==> src/rtl/bwt_pkg.sv <==
`timescale 1ns/1ps
package bwt_pkg;
    localparam int CNT_W_DEF     = 15;
    localparam int SHIFT_W_DEF   = 4;
    localparam int MAX_SHIFT_DEF = 14;
endpackage

==> src/rtl/bwt_prescale.sv <==
`timescale 1ns/1ps
// Power-of-two tick divider; cleared whenever counting is suspended.
module bwt_prescale #(
    parameter int SHIFT_W   = bwt_pkg::SHIFT_W_DEF,
    parameter int MAX_SHIFT = bwt_pkg::MAX_SHIFT_DEF,
    localparam int DIV_W    = (MAX_SHIFT > 0) ? MAX_SHIFT : 1
) (
    input  logic               clk_i,
    input  logic               rst_ni,
    input  logic               run_i,
    input  logic [SHIFT_W-1:0] shift_i,
    output logic               tick_o
);
    localparam logic [DIV_W:0] ONE = (DIV_W+1)'(1);

    typedef struct packed {
        logic [DIV_W-1:0] div;
    } pre_state_t;

    pre_state_t s_d, s_q;
    logic [DIV_W:0]   span;
    logic [DIV_W-1:0] term;

    always_comb begin
        span   = (ONE << shift_i) - ONE;
        term   = span[DIV_W-1:0];
        tick_o = run_i && (s_q.div == term);
        s_d    = s_q;
        if (!run_i || tick_o) begin
            s_d.div = '0;
        end else begin
            s_d.div = s_q.div + DIV_W'(1);
        end
    end

    always_ff @(posedge clk_i) begin
        if (!rst_ni) begin
            s_q <= '0;
        end else begin
            s_q <= s_d;
        end
    end

    // a suspended divider restarts from zero
    a_r6_div_cleared: assert property (@(posedge clk_i) disable iff (!rst_ni)
        !run_i |=> (s_q.div == '0));
endmodule

==> src/rtl/bwt_countdown.sv <==
`timescale 1ns/1ps
// Limit countdown with a one-shot arm bit.
module bwt_countdown #(
    parameter int CNT_W = bwt_pkg::CNT_W_DEF
) (
    input  logic             clk_i,
    input  logic             rst_ni,
    input  logic             reload_i,
    input  logic             tick_i,
    input  logic [CNT_W-1:0] limit_i,
    output logic             expire_o
);
    typedef struct packed {
        logic [CNT_W-1:0] cnt;
        logic             armed;
    } cd_state_t;

    cd_state_t s_d, s_q;

    always_comb begin
        expire_o = tick_i && !reload_i && s_q.armed && (s_q.cnt == '0);
        s_d      = s_q;
        if (reload_i) begin
            s_d.cnt   = limit_i;
            s_d.armed = 1'b1;
        end else if (tick_i) begin
            if (s_q.cnt != '0) begin
                s_d.cnt = s_q.cnt - CNT_W'(1);
            end else begin
                s_d.armed = 1'b0;
            end
        end
    end

    always_ff @(posedge clk_i) begin
        if (!rst_ni) begin
            s_q <= '0;
        end else begin
            s_q <= s_d;
        end
    end

    // a reload cycle leaves the programmed limit in the counter
    a_r7_reload_loads: assert property (@(posedge clk_i) disable iff (!rst_ni)
        reload_i |=> (s_q.cnt == $past(limit_i)));

    // every divided tick while armed removes exactly one unit
    a_r2_step_down: assert property (@(posedge clk_i) disable iff (!rst_ni)
        (tick_i && !reload_i && (s_q.cnt != '0)) |=> (s_q.cnt == $past(s_q.cnt) - CNT_W'(1)));
endmodule

==> src/rtl/bus_wait_timer.sv <==
`timescale 1ns/1ps
module bus_wait_timer #(
    parameter int CNT_W     = bwt_pkg::CNT_W_DEF,
    parameter int SHIFT_W   = bwt_pkg::SHIFT_W_DEF,
    parameter int MAX_SHIFT = bwt_pkg::MAX_SHIFT_DEF
) (
    input  logic               clk_i,
    input  logic               rst_ni,
    input  logic [SHIFT_W-1:0] cfg_shift_i,
    input  logic [CNT_W:0]     cfg_ctrl_i,
    input  logic               bus_wait_i,
    input  logic               xfer_start_i,
    input  logic               timeout_clr_i,
    output logic               timeout_o
);
    localparam logic [SHIFT_W-1:0] SHIFT_CAP = SHIFT_W'(MAX_SHIFT);

    typedef struct packed {
        logic flag;
    } top_state_t;

    top_state_t         s_d, s_q;
    logic               enable;
    logic [CNT_W-1:0]   limit;
    logic [SHIFT_W-1:0] shift_c;
    logic               reload;
    logic               tick;
    logic               expire;

    always_comb begin
        enable  = cfg_ctrl_i[CNT_W];
        limit   = cfg_ctrl_i[CNT_W-1:0];
        shift_c = (cfg_shift_i > SHIFT_CAP) ? SHIFT_CAP : cfg_shift_i;
        reload  = !enable || !bus_wait_i || xfer_start_i;
    end

    bwt_prescale #(
        .SHIFT_W   (SHIFT_W),
        .MAX_SHIFT (MAX_SHIFT)
    ) u_prescale (
        .clk_i   (clk_i),
        .rst_ni  (rst_ni),
        .run_i   (!reload),
        .shift_i (shift_c),
        .tick_o  (tick)
    );

    bwt_countdown #(
        .CNT_W (CNT_W)
    ) u_countdown (
        .clk_i    (clk_i),
        .rst_ni   (rst_ni),
        .reload_i (reload),
        .tick_i   (tick),
        .limit_i  (limit),
        .expire_o (expire)
    );

    always_comb begin
        s_d      = s_q;
        s_d.flag = (s_q.flag && !timeout_clr_i) || expire;
    end

    always_ff @(posedge clk_i) begin
        if (!rst_ni) begin
            s_q <= '0;
        end else begin
            s_q <= s_d;
        end
    end

    assign timeout_o = s_q.flag;

    // the flag only drops through a clear pulse
    a_r9_sticky_hold: assert property (@(posedge clk_i) disable iff (!rst_ni)
        (s_q.flag && !timeout_clr_i) |=> s_q.flag);

    // a disabled timer never raises the flag
    a_r5_off_never_sets: assert property (@(posedge clk_i) disable iff (!rst_ni)
        (!enable && !s_q.flag) |=> !s_q.flag);
endmodule

==> config.mk <==
export PLATFORM = sky130hd
export DESIGN_NAME = bus_wait_timer
export DESIGN_NICKNAME = d
export VERILOG_FILES = /design/src/rtl/bwt_pkg.sv /design/src/rtl/bwt_prescale.sv /design/src/rtl/bwt_countdown.sv /design/src/rtl/bus_wait_timer.sv
export SDC_FILE = /design/constraint.sdc
export NUM_CORES = 1
export LEC_CHECK = 0
export ABC_AREA = 1
export BUFFER_PORTS_ARGS = -buffer_cell sky130_fd_sc_hd__buf_2
export CORE_AREA = 3 3 80 82
export DETAILED_ROUTE_END_ITERATION = 16
export DIE_AREA = 0 0 83 85
export SLEW_MARGIN = 40
export SYNTH_ARGS = -nofsm -noshare
export SYNTH_HDL_FRONTEND = slang
export SYNTH_SLANG_ARGS = --single-unit
==> constraint.sdc <==
create_clock -name clk_i -period 4.5 [get_ports clk_i]
set_input_delay 0.45 -clock clk_i [delete_from_list [all_inputs] [get_ports clk_i]]
set_output_delay 0.45 -clock clk_i [all_outputs]
set_load 0.01 [all_outputs]
==> results of run 1 <==
==> power by group through the flow <==
stage	clock network, µW	logic [µW]	registers [µW]
6_report	245	125	299
5_1_grt	268	148	300
3_3_place_gp	0	123	305
3_5_place_dp	0	126	305
2_1_floorplan	0	99.7	302
4_1_cts	253	126	299
==> metrics by stage <==
step	hold WS, ns	worst slack, ns	power [µW]
2_1_floorplan	0.433	2.18	401
3_3_place_gp	0.457	1.45	428
3_5_place_dp	0.461	1.32	431
4_1_cts	0.415	1.63	679
5_1_grt	0.428	1.26	716
6_report	0.420	1.65	669
==> kinds of logic after synthesis <==
family | Yosys count
fa+ha+maj | 3
buf+inv | 57
compound gates | 43
xor+xnor | 9
flops | 31
simple gates | 222
mux | 1
==> flip-flops by register name, indices dropped and copies added (netlist names) <==
signal,cells
timeout_o,1
u_countdown.s_q,16
u_prescale.s_q,14
==> Yosys cell counts (all sizes together) <==
cell	instances
nand3	39
a21boi	1
buf	9
or2	2
a21oi	24
nor3	8
o22ai	1
dfxtp	31
ha	3
nand2	97
a31oi	3
clkbuf	3
mux2i	1
nor4	2
nor2	62
nand4	6
inv	43
nor3b	2
xor2	7
clkinv	2
xnor2	2
o21ai	14
nand3b	4
==> layer usage <==
| metal | vias up | GRT usage, % |
|---|---|---|
| li1 | 1211 | - |
| met1 | 1001 | 19.2 |
| met2 | 29 | 29.2 |
| met3 | 6 | 2.72 |
| met4 | 0 | 7.13 |
| met5 | - | 0 |
==> placed cells by master (no fill, tap or decap), types with 2 or more instances in the layout <==
cell type  synthesis  layout
nand3_2            2       2
buf_2              2      25
nor2_4             3       3
or2_2              2       2
a31oi_1            3       3
nand2_2            4       4
inv_2              4       4
ha_1               3       3
nor2_2             6       6
inv_1             38      38
o21ai_1            3       3
nand3b_1           4       4
nor3_1             6       6
nor2_1            53      53
nand2_1           91      91
nor3b_1            2       2
clkbuf_8           0       7
a21oi_1           24      24
xnor2_1            2       2
xor2_1             7       7
nand4_1            6       6
nand3_1           37      37
o21ai_0           11      11
clkinv_1           2       2
dfxtp_1           31      31
==> worst max path at each step <==
stage | start | to | slack [ns] | cells after the start
2_1_floorplan | cfg_shift_i[3] | u_countdown.s_q[15] | 2.18 | 19
3_3_place_gp | cfg_ctrl_i[15] | u_countdown.s_q[2] | 1.45 | 10
3_5_place_dp | cfg_ctrl_i[15] | u_countdown.s_q[7] | 1.32 | 10
4_1_cts | cfg_ctrl_i[15] | u_countdown.s_q[7] | 1.63 | 10
5_1_grt | bus_wait_i | u_countdown.s_q[14] | 1.26 | 10
6_report | cfg_ctrl_i[15] | u_countdown.s_q[4] | 1.65 | 10
==> critical path, stage by stage <==
cell	delay, ns
buf_2	0.07
nand2_1	0.07
nor2_4	0.39
clkinv_1	0.53
nor2_1	0.27
nand3_1	0.58
nand2_2	0.46
nand2_1	0.08
nand2_1	0.07
nor2_1	0.04
==> final cells by class <==
type	count	share of cell area (%)
Multi-Input combinational cell	278	55.6
Sequential cell	31	24.8
Inverter	45	6.85
Timing Repair Buffer	25	5.00
Clock buffer	8	4.00
Tap cell	75	3.75
==> out/metrics.cfg, run 1 <==
[detailed_routing]
drtAntennaViolNets = 0
wl_met3_um = 183
drc = 0
detailroute.via_count = 2247
wl_met2_um = 2640
drt-pass1-iter-count = 4
wl_per_cell_um = 11.4
number_of_vias_per_cell = 4.86
detail_route.iter0.violations = 70
route.top_layer_used = met4
routedLengthMet1_um = 2350
postRouteWirelength_um = 5250

[timing]
min_period_over_period_pct = 63.3
worst_slew_margin_rel_pct = 48.9
worst_clock_skew_ns = 0.00870
timing.setup.tns_ns = 0
hold_viol_final = 0
tightestPinTransition_ns = 0.764
slew_viol_final = 0
min_cycle_time_layout_ns = 2.85
report.final.setup_viol = 0
clock.fmax_mhz = 351
grt_setup_unrepaired = no

[power_and_ir_drop]
p_leak_uw = 0.00112
pwr-share-seq_pct = 44.6
clock_power_share_pct = 36.7
vdd.ir_drop.worst_mv = 0.137
combPwrFrac_pct = 18.7
p_sw_share_pct = 29.3
internal_uw = 473
pwr_density_cell_nw_per_um2 = 267
switching_power_uw = 196

[yosys]
synth.yosys.seq_area_share_pct = 27.3
synth_mux_area_share_pct = 0.440
post-synth-top-area-cell = dfxtp_1
post_synthesis_net_count = 394
ys_ff_latch = 31
syn_avg_cell_area_um2 = 6.21
netlist-cell-type-count = 37
syn_area_um2 = 2270
yosys.area_share.simple_pct = 45.9
post_synth_xor_area_fraction_pct = 3.47
synth_compound_gate_area_share_pct = 9.80
synth_top_cells_by_area = dfxtp_1, nand2_1, nor2_1, nand3_1, inv_1
combinational_family_with_the_most_area_after_synthesis = simple AND/OR/NAND/NOR gates
synth-warning-count = 0
post-synth-top-area-fraction_pct = 27.3
synthCells = 366
yosys.area_share.adder_pct = 1.65

[floorplanning]
floorplan.die_area_um2 = 7060
die_x_um = 83
io_pins = 26
floorplan.initialDensity_pct = 39.1
die_h_um = 85
core_um2 = 5820
num_rows = 28

[grt]
grt.overflow.total = 0
grt_pass1_vias = 2181
initial_antenna_violation_count = 0
grt_start_max_net_pins = 21
wire_length_of_the_first_global_routing_pass_um = 9600
global_route.usage.total_pct = 16.3

[cts]
clk_pin_slew_ns = 0.06
post-cts-setup-buffer-count = 0
h-tree-depth = 2
clk-insertion-delay-late_ns = 0.28
post_cts_resized = 0
cts_buffer_count = 5
cts_hold_repair.buffers = 0
cts_max_path_buffers = 2
root_buffer = clkbuf_8
cts.sinks = 31
tritoncts = built

[min_path]
whs_endpoint = timeout_o
min-delay-path-class = input port to register
hp-start = timeout_clr_i
timing.hold.worst_path_depth = 4

[placed_design]
placer_s_final_routability_congestion_estimate = 0.808
post-dp-hpwl_um = 3950
post_dp_cell_area_um2 = 2400
place.port_buffers = 25
place_inst = 454

[cells_and_area]
multi_input_area_um2 = 1390
nNetsFinal = 414
synth_to_layout_area_growth_pct = 10.1
final_core_utilization_pct = 43.1
post_route_cells_drive_above_1_share_pct = 15.2
register_area_um2 = 621
antenna-diode-count = 0
post_route_cell_area_um2 = 2500
post_layout_nonfiller_instances = 462
num-fill-cells = 667

[setup_path]
start_kind = input port
timing.reg2reg.setup_slack_ns = 1.81
classification_of_the_worst_setup_path = input port to register
worst-endpoint-required_ns = 4.67
reg2regPathDepth = 11
crit-reg2reg-launch = u_countdown.s_q[1]
worstSetupEndpointType = register
worst-endpoint-arrival_ns = 3.02
regToRegEndpoint = u_countdown.s_q[4]
critical_path.max_fanout = 20

[run_status]
status = completed

[flow_run]
max_cap_viol_count = 0

Power figures use the tool's default switching activity.
==> inputs of run 2 (changes only) <==
==> constraint.sdc (replaced) <==
create_clock -name clk_i -period 2.3 [get_ports clk_i]
set_input_delay 0.23 -clock clk_i [delete_from_list [all_inputs] [get_ports clk_i]]
set_output_delay 0.23 -clock clk_i [all_outputs]
set_load 0.01 [all_outputs]
==> run 2 against run 1 <==
  * Worst hold slack worse by 0.23 ns
  * Total power up 110%
  * Die area unchanged
  * Core utilization up 2.6 points
  * Design area up 6.1%
  * First-iteration DRC count up 33%
  * Cell count up 3.2%
  * Clock power up 130%
  * Global-route usage down 0.52 points
  * Non-clock buffer count up 15
==> out/metrics.cfg, run 2 (synthesis gave the netlist of run 1 again) <==
[run_status]
status = completed

[grt]
grt.overflow.total = 0  ; unchanged
grt_start_max_net_pins = 18  ; -14%
wire_length_of_the_first_global_routing_pass_um = 9290  ; -3.2%
grt_pass1_vias = 2154  ; -1.2%
initial_antenna_violation_count = 0  ; unchanged
global_route.usage.total_pct = 15.8  ; -0.52 points

[cts]
cts.sinks = 31  ; unchanged
cts_max_path_buffers = 2  ; unchanged
tritoncts = built
h-tree-depth = 2  ; unchanged
clk-insertion-delay-late_ns = 0.29  ; about the same
cts_buffer_count = 5  ; unchanged
clk_pin_slew_ns = 0.07  ; about the same
root_buffer = clkbuf_8

[detailed_routing]
number_of_vias_per_cell = 4.85  ; -0.26%
detail_route.iter0.violations = 93  ; +33%
wl_per_cell_um = 11.3  ; -0.60%
drc = 0  ; unchanged
drt-pass1-iter-count = 4  ; unchanged
postRouteWirelength_um = 5390  ; +2.6%
drtAntennaViolNets = 0  ; unchanged
detailroute.via_count = 2314  ; +3.0%

[floorplanning]
num_rows = 28  ; unchanged
die_x_um = 83  ; unchanged
floorplan.die_area_um2 = 7060  ; unchanged
core_um2 = 5820  ; unchanged
io_pins = 26  ; unchanged
die_h_um = 85  ; unchanged
floorplan.initialDensity_pct = 39.1  ; unchanged

[cells_and_area]
nNetsFinal = 429  ; +3.6%
post_route_cells_drive_above_1_share_pct = 19.2  ; +3.9 points
post_layout_nonfiller_instances = 477  ; +3.2%
synth_to_layout_area_growth_pct = 16.8
largest_register_ffs = 16  ; unchanged
post_route_cell_area_um2 = 2660  ; +6.1%
num-fill-cells = 642  ; -3.7%
commonest_cells_after_routing_fill_and_taps_aside = nand2_1, nor2_1, inv_1, nand3_1, dfxtp_1
final_core_utilization_pct = 45.7  ; +2.6 points
largest_register = u_countdown.s_q
antenna-diode-count = 0  ; unchanged
mostFrequentLayoutCell = nand2_1

[setup_path]
worst-endpoint-arrival_ns = 2.22  ; -0.80 ns
worstSetupStartpoint = u_countdown.s_q[1]
crit-reg2reg-launch = u_countdown.s_q[1]
worstSetupEndpointType = register
worst-endpoint-required_ns = 2.48  ; -2.19 ns
cp-endpoint = u_countdown.s_q[6]
timing.reg2reg.setup_slack_ns = 0.26  ; -1.55 ns
critical_path.max_fanout = 8  ; -60%
reg2regPathDepth = 10  ; -1
start_kind = register
regToRegEndpoint = u_countdown.s_q[6]
classification_of_the_worst_setup_path = register to register

[timing]
tightestPinTransition_ns = 0.328  ; -0.435 ns
worst_clock_skew_ns = 0.00755  ; -0.00115 ns
slew_viol_final = 0  ; unchanged
clock.fmax_mhz = 490
min_cycle_time_layout_ns = 2.04
hold_viol_final = 0  ; unchanged
grt_setup_unrepaired = no
worst_slew_margin_rel_pct = 77.9  ; +29 points
report.final.setup_viol = 0  ; unchanged
fin_worst_hold_slack_ns = 0.194  ; -0.226 ns
timing.setup.tns_ns = 0  ; unchanged
min_period_over_period_pct = 88.7

[power_and_ir_drop]
p_sw_share_pct = 28.2  ; -1.0 points
internal_uw = 1020  ; +120%
combPwrFrac_pct = 18.8  ; about the same
pwr_density_cell_nw_per_um2 = 535  ; +100%
p_leak_uw = 0.00121  ; +7.9%
clock_power_share_pct = 40.1  ; +3.4 points
switching_power_uw = 401  ; +100%
vdd.ir_drop.worst_mv = 0.335  ; +140%
pwr-share-seq_pct = 41.1  ; -3.5 points

[placed_design]
place.port_buffers = 25  ; unchanged
placer_s_final_routability_congestion_estimate = 0.918  ; +14%
post_dp_cell_area_um2 = 2520  ; +4.9%
post-dp-hpwl_um = 4140  ; +4.8%
place_inst = 468  ; +3.1%

[flow_run]
max_cap_viol_count = 0  ; unchanged

[min_path]
min-delay-path-class = input port to register

==> run 2: critical path: stages (launching register included) <==
cell and delay, ns:
dfxtp_1 0.32, inv_1 0.10, ha_1 0.21, nand3_2 0.16, nor3_4 0.24, nand3_2 0.11
nor3_2 0.20, nand3_2 0.16, buf_4 0.20, a21oi_1 0.16, nor2_1 0.06
==> run 2: power by group through the flow <==
stage / combinational, µW / sequential [µW] / clock, µW
after floorplan: 195 / 590 / 0
after global placement: 259 / 596 / 0
after detailed placement: 262 / 595 / 0
after CTS: 263 / 583 / 589
after global routing: 307 / 588 / 612
final: 267 / 584 / 570
==> run 2: timing repair <==
| action | 4_1_cts | 5_1_grt |
|---|---|---|
| setup buffers | 0 | 1 |
| setup endpoints to repair | 0 | 14 |
| gates resized for setup | 0 | 2 |
| hold buffers | 0 | 0 |
==> run 2: metrics by stage <==
stage	setup WS [ns]	total power [µW]
floorplan	0.199	785
global placement	0.00685	854
detailed placement	-0.0634	857
CTS	0.142	1440
global route	0.0235	1510
finish	0.259	1420
==> run 2: worst min path at each step <==
stage / from / endpoint / cells after the start
after floorplan: timeout_clr_i / timeout_o / 3
after global placement: timeout_o / timeout_o / 2
after detailed placement: u_countdown.s_q[0] / timeout_o / 2
after CTS: timeout_clr_i / timeout_o / 4
after global routing: timeout_clr_i / timeout_o / 4
final: timeout_clr_i / timeout_o / 4
==> run 2: final cells by class <==
type / count / area (µm²) / share of cell area, %
inverter: 45 / 171 / 6.45
timing repair buffer: 40 / 250 / 9.42
tap: 75 / 93.8 / 3.53
sequential: 31 / 621 / 23.4
multi-input combinational: 278 / 1400 / 52.8
clock inverter: 2 / 35.0 / 1.32
clock buffer: 6 / 82.6 / 3.11
==> run 2: per-layer routing <==
metal	vias to the layer above	wire, µm	share of wire, %	track usage (%)
met5	-	0	0	0
met4	0	125	2.3	7.13
met3	13	218	4.0	3.20
met2	56	2650	49	28.9
met1	1007	2390	44	17.6
li1	1238	-	-	-
==> inputs of run 3 (changes only) <==
--- a/config.mk
+++ b/config.mk
@@ -6,8 +6,9 @@
 export NUM_CORES = 1
 export LEC_CHECK = 0
 export ABC_AREA = 1
-export BUFFER_PORTS_ARGS = -buffer_cell sky130_fd_sc_hd__buf_2
+export BUFFER_PORTS_ARGS = -buffer_cell sky130_fd_sc_hd__clkbuf_2
 export CORE_AREA = 3 3 80 82
+export CTS_CLUSTER_DIAMETER = 40
 export DETAILED_ROUTE_END_ITERATION = 16
 export DIE_AREA = 0 0 83 85
 export SLEW_MARGIN = 40
==> run 3 against run 2 <==
  * Sequential share of layout area up 0.36 points
  * Critical endpoint is now u_countdown.s_q[1]
  * Flip-flop and latch count unchanged
  * Design area down 1.5%
  * Clock power down 22%
  * Register-to-register slack worse by 0.03 ns
  * Fmax down 1.6%
  * First-iteration DRC count down 6.5%
  * Highest routed layer unchanged
  * Clock skew down 0.0041 ns
==> out/metrics.cfg, run 3 (synthesis gave the netlist of run 1 again) <==
[cts]
post_cts_resized = 0  ; unchanged
root_buffer = clkbuf_8
tritoncts = built
cts.sinks = 31  ; unchanged
h-tree-depth = 2  ; unchanged
post-cts-setup-buffer-count = 0  ; unchanged
clk-insertion-delay-late_ns = 0.28  ; about the same
cts_hold_repair.buffers = 0  ; unchanged
cts_buffer_count = 5  ; unchanged
clk_pin_slew_ns = 0.07  ; about the same
cts_max_path_buffers = 2  ; unchanged

[detailed_routing]
drtAntennaViolNets = 0  ; unchanged
drc = 0  ; unchanged
postRouteWirelength_um = 5340  ; -0.78%
wl_per_cell_um = 11.2  ; -0.57%
detailroute.via_count = 2316  ; +0.086%
drt-pass1-iter-count = 4  ; unchanged
detail_route.iter0.violations = 87  ; -6.5%
number_of_vias_per_cell = 4.87  ; +0.30%

[timing]
report.final.setup_viol = 0  ; unchanged
min_period_over_period_pct = 90.2  ; +1.4 points
worst_clock_skew_ns = 0.00344  ; -0.00411 ns
grt_setup_unrepaired = no
min_cycle_time_layout_ns = 2.07  ; +0.0329 ns
tightestPinTransition_ns = 0.380  ; +0.0513 ns
hold_viol_final = 0  ; unchanged
clock.fmax_mhz = 482  ; -1.6%
worst_slew_margin_rel_pct = 74.7  ; -3.3 points
slew_viol_final = 0  ; unchanged
postLayoutSetupSlackWorst_ns = 0.226  ; -0.0329 ns
timing.setup.tns_ns = 0  ; unchanged

[floorplanning]
core_um2 = 5820  ; unchanged
num_rows = 28  ; unchanged
die_x_um = 83  ; unchanged
io_pins = 26  ; unchanged
floorplan.die_area_um2 = 7060  ; unchanged
floorplan.initialDensity_pct = 39.1  ; unchanged
die_h_um = 85  ; unchanged

[cells_and_area]
num-fill-cells = 655  ; +2.0%
post_route_cells_drive_above_1_share_pct = 18.5  ; -0.70 points
mostFrequentLayoutCell = nand2_1
largest_register = u_countdown.s_q
commonest_cells_after_routing_fill_and_taps_aside = nand2_1, nor2_1, inv_1, nand3_1, dfxtp_1
antenna-diode-count = 0  ; unchanged
synth_to_layout_area_growth_pct = 15.1
multi_input_area_um2 = 1390  ; -0.71%
nNetsFinal = 429  ; unchanged
register_area_um2 = 621  ; unchanged
largest_register_ffs = 16  ; unchanged

[grt]
global_route.usage.total_pct = 15.9  ; +0.13 points
grt_pass1_vias = 2125  ; -1.3%
grt_start_max_net_pins = 19  ; +1
initial_antenna_violation_count = 0  ; unchanged
wire_length_of_the_first_global_routing_pass_um = 9220  ; -0.74%
grt.overflow.total = 0  ; unchanged

[run_status]
status = completed

[setup_path]
classification_of_the_worst_setup_path = register to register
reg2regPathDepth = 10  ; unchanged
crit-reg2reg-launch = u_countdown.s_q[1]
worstSetupEndpointType = register
timing.reg2reg.setup_slack_ns = 0.23  ; -0.03 ns
start_kind = register
worst-endpoint-arrival_ns = 2.25  ; +0.03 ns
critical_path.max_fanout = 18  ; +10
worst-endpoint-required_ns = 2.48  ; about the same
regToRegEndpoint = u_countdown.s_q[1]

[placed_design]
placer_s_final_routability_congestion_estimate = 0.912  ; -0.71%
post-dp-hpwl_um = 4170  ; +0.57%
place_ws_ns = 0.0360  ; +0.0994 ns
place.port_buffers = 25  ; unchanged

[power_and_ir_drop]
vdd.ir_drop.worst_mv = 0.263  ; -21%
total_power_uw = 1290  ; -8.9%
p_leak_uw = 0.00120  ; -1.0%
pwr_density_cell_nw_per_um2 = 494  ; -7.5%

[flow_run]
max_cap_viol_count = 0  ; unchanged

[min_path]
timing.hold.worst_path_depth = 4  ; unchanged
min-delay-path-class = input port to register
whs_endpoint = timeout_o
hp-start = timeout_clr_i

run 3: cell count changes in the layout (fill, tap and decap cells not counted), sizes merged:
cell | previous run | this run
bufinv | 1 | 0
buf | 40 | 15
clkbuf | 6 | 31
run 3: worst max path at each step:
stage / start / endpoint
global placement: cfg_shift_i[3] / u_countdown.s_q[14]
finish: u_countdown.s_q[1] / u_countdown.s_q[1]
floorplan: cfg_shift_i[3] / u_countdown.s_q[15]
detailed placement: cfg_shift_i[3] / u_countdown.s_q[15]
global route: cfg_shift_i[3] / u_countdown.s_q[4]
CTS: u_countdown.s_q[1] / u_countdown.s_q[1]
run 3: critical path, cell delays in order (launching register included):
cell,delay [ns]
dfxtp_1,0.32
inv_1,0.09
ha_1,0.19
nand3_1,0.17
nor3_4,0.21
nand3_2,0.11
nor3_2,0.22
nand3_1,0.19
buf_4,0.24
a21oi_1,0.16
nor2_1,0.06
run 3: layout make-up:
cell class	count	area share (%)
Timing Repair Buffer	40	9.56
Sequential cell	31	23.7
Tap cell	75	3.59
Inverter	45	6.55
Multi-Input combinational cell	278	53.2
Clock inverter	1	0.191
Clock buffer	6	3.16
run 3: routing by layer:
layer	track usage, %	share of wire, %
met5	0	0
met4	6.09	1.7
met3	3.88	3.1
met2	29.2	52
met1	17.8	44
run 3: report_power, final:
group / switching, µW / internal [µW]
Sequential: 24.7 / 560
Combinational: 157 / 110
Clock: 207 / 235
Total: 389 / 905
run 3: per-stage QoR:
stage | utilization, % | area (µm²) | hold WS (ns) | cells
2_1_floorplan | - | 2270 | 0.391 | 366
3_3_place_gp | 43.5 | 2530 | 0.452 | 469
3_5_place_dp | 43.5 | 2530 | 0.454 | 469
4_1_cts | 45.0 | 2620 | 0.181 | 476
5_1_grt | 45.0 | 2620 | 0.187 | 476
6_report | 45.0 | 2620 | 0.190 | 476
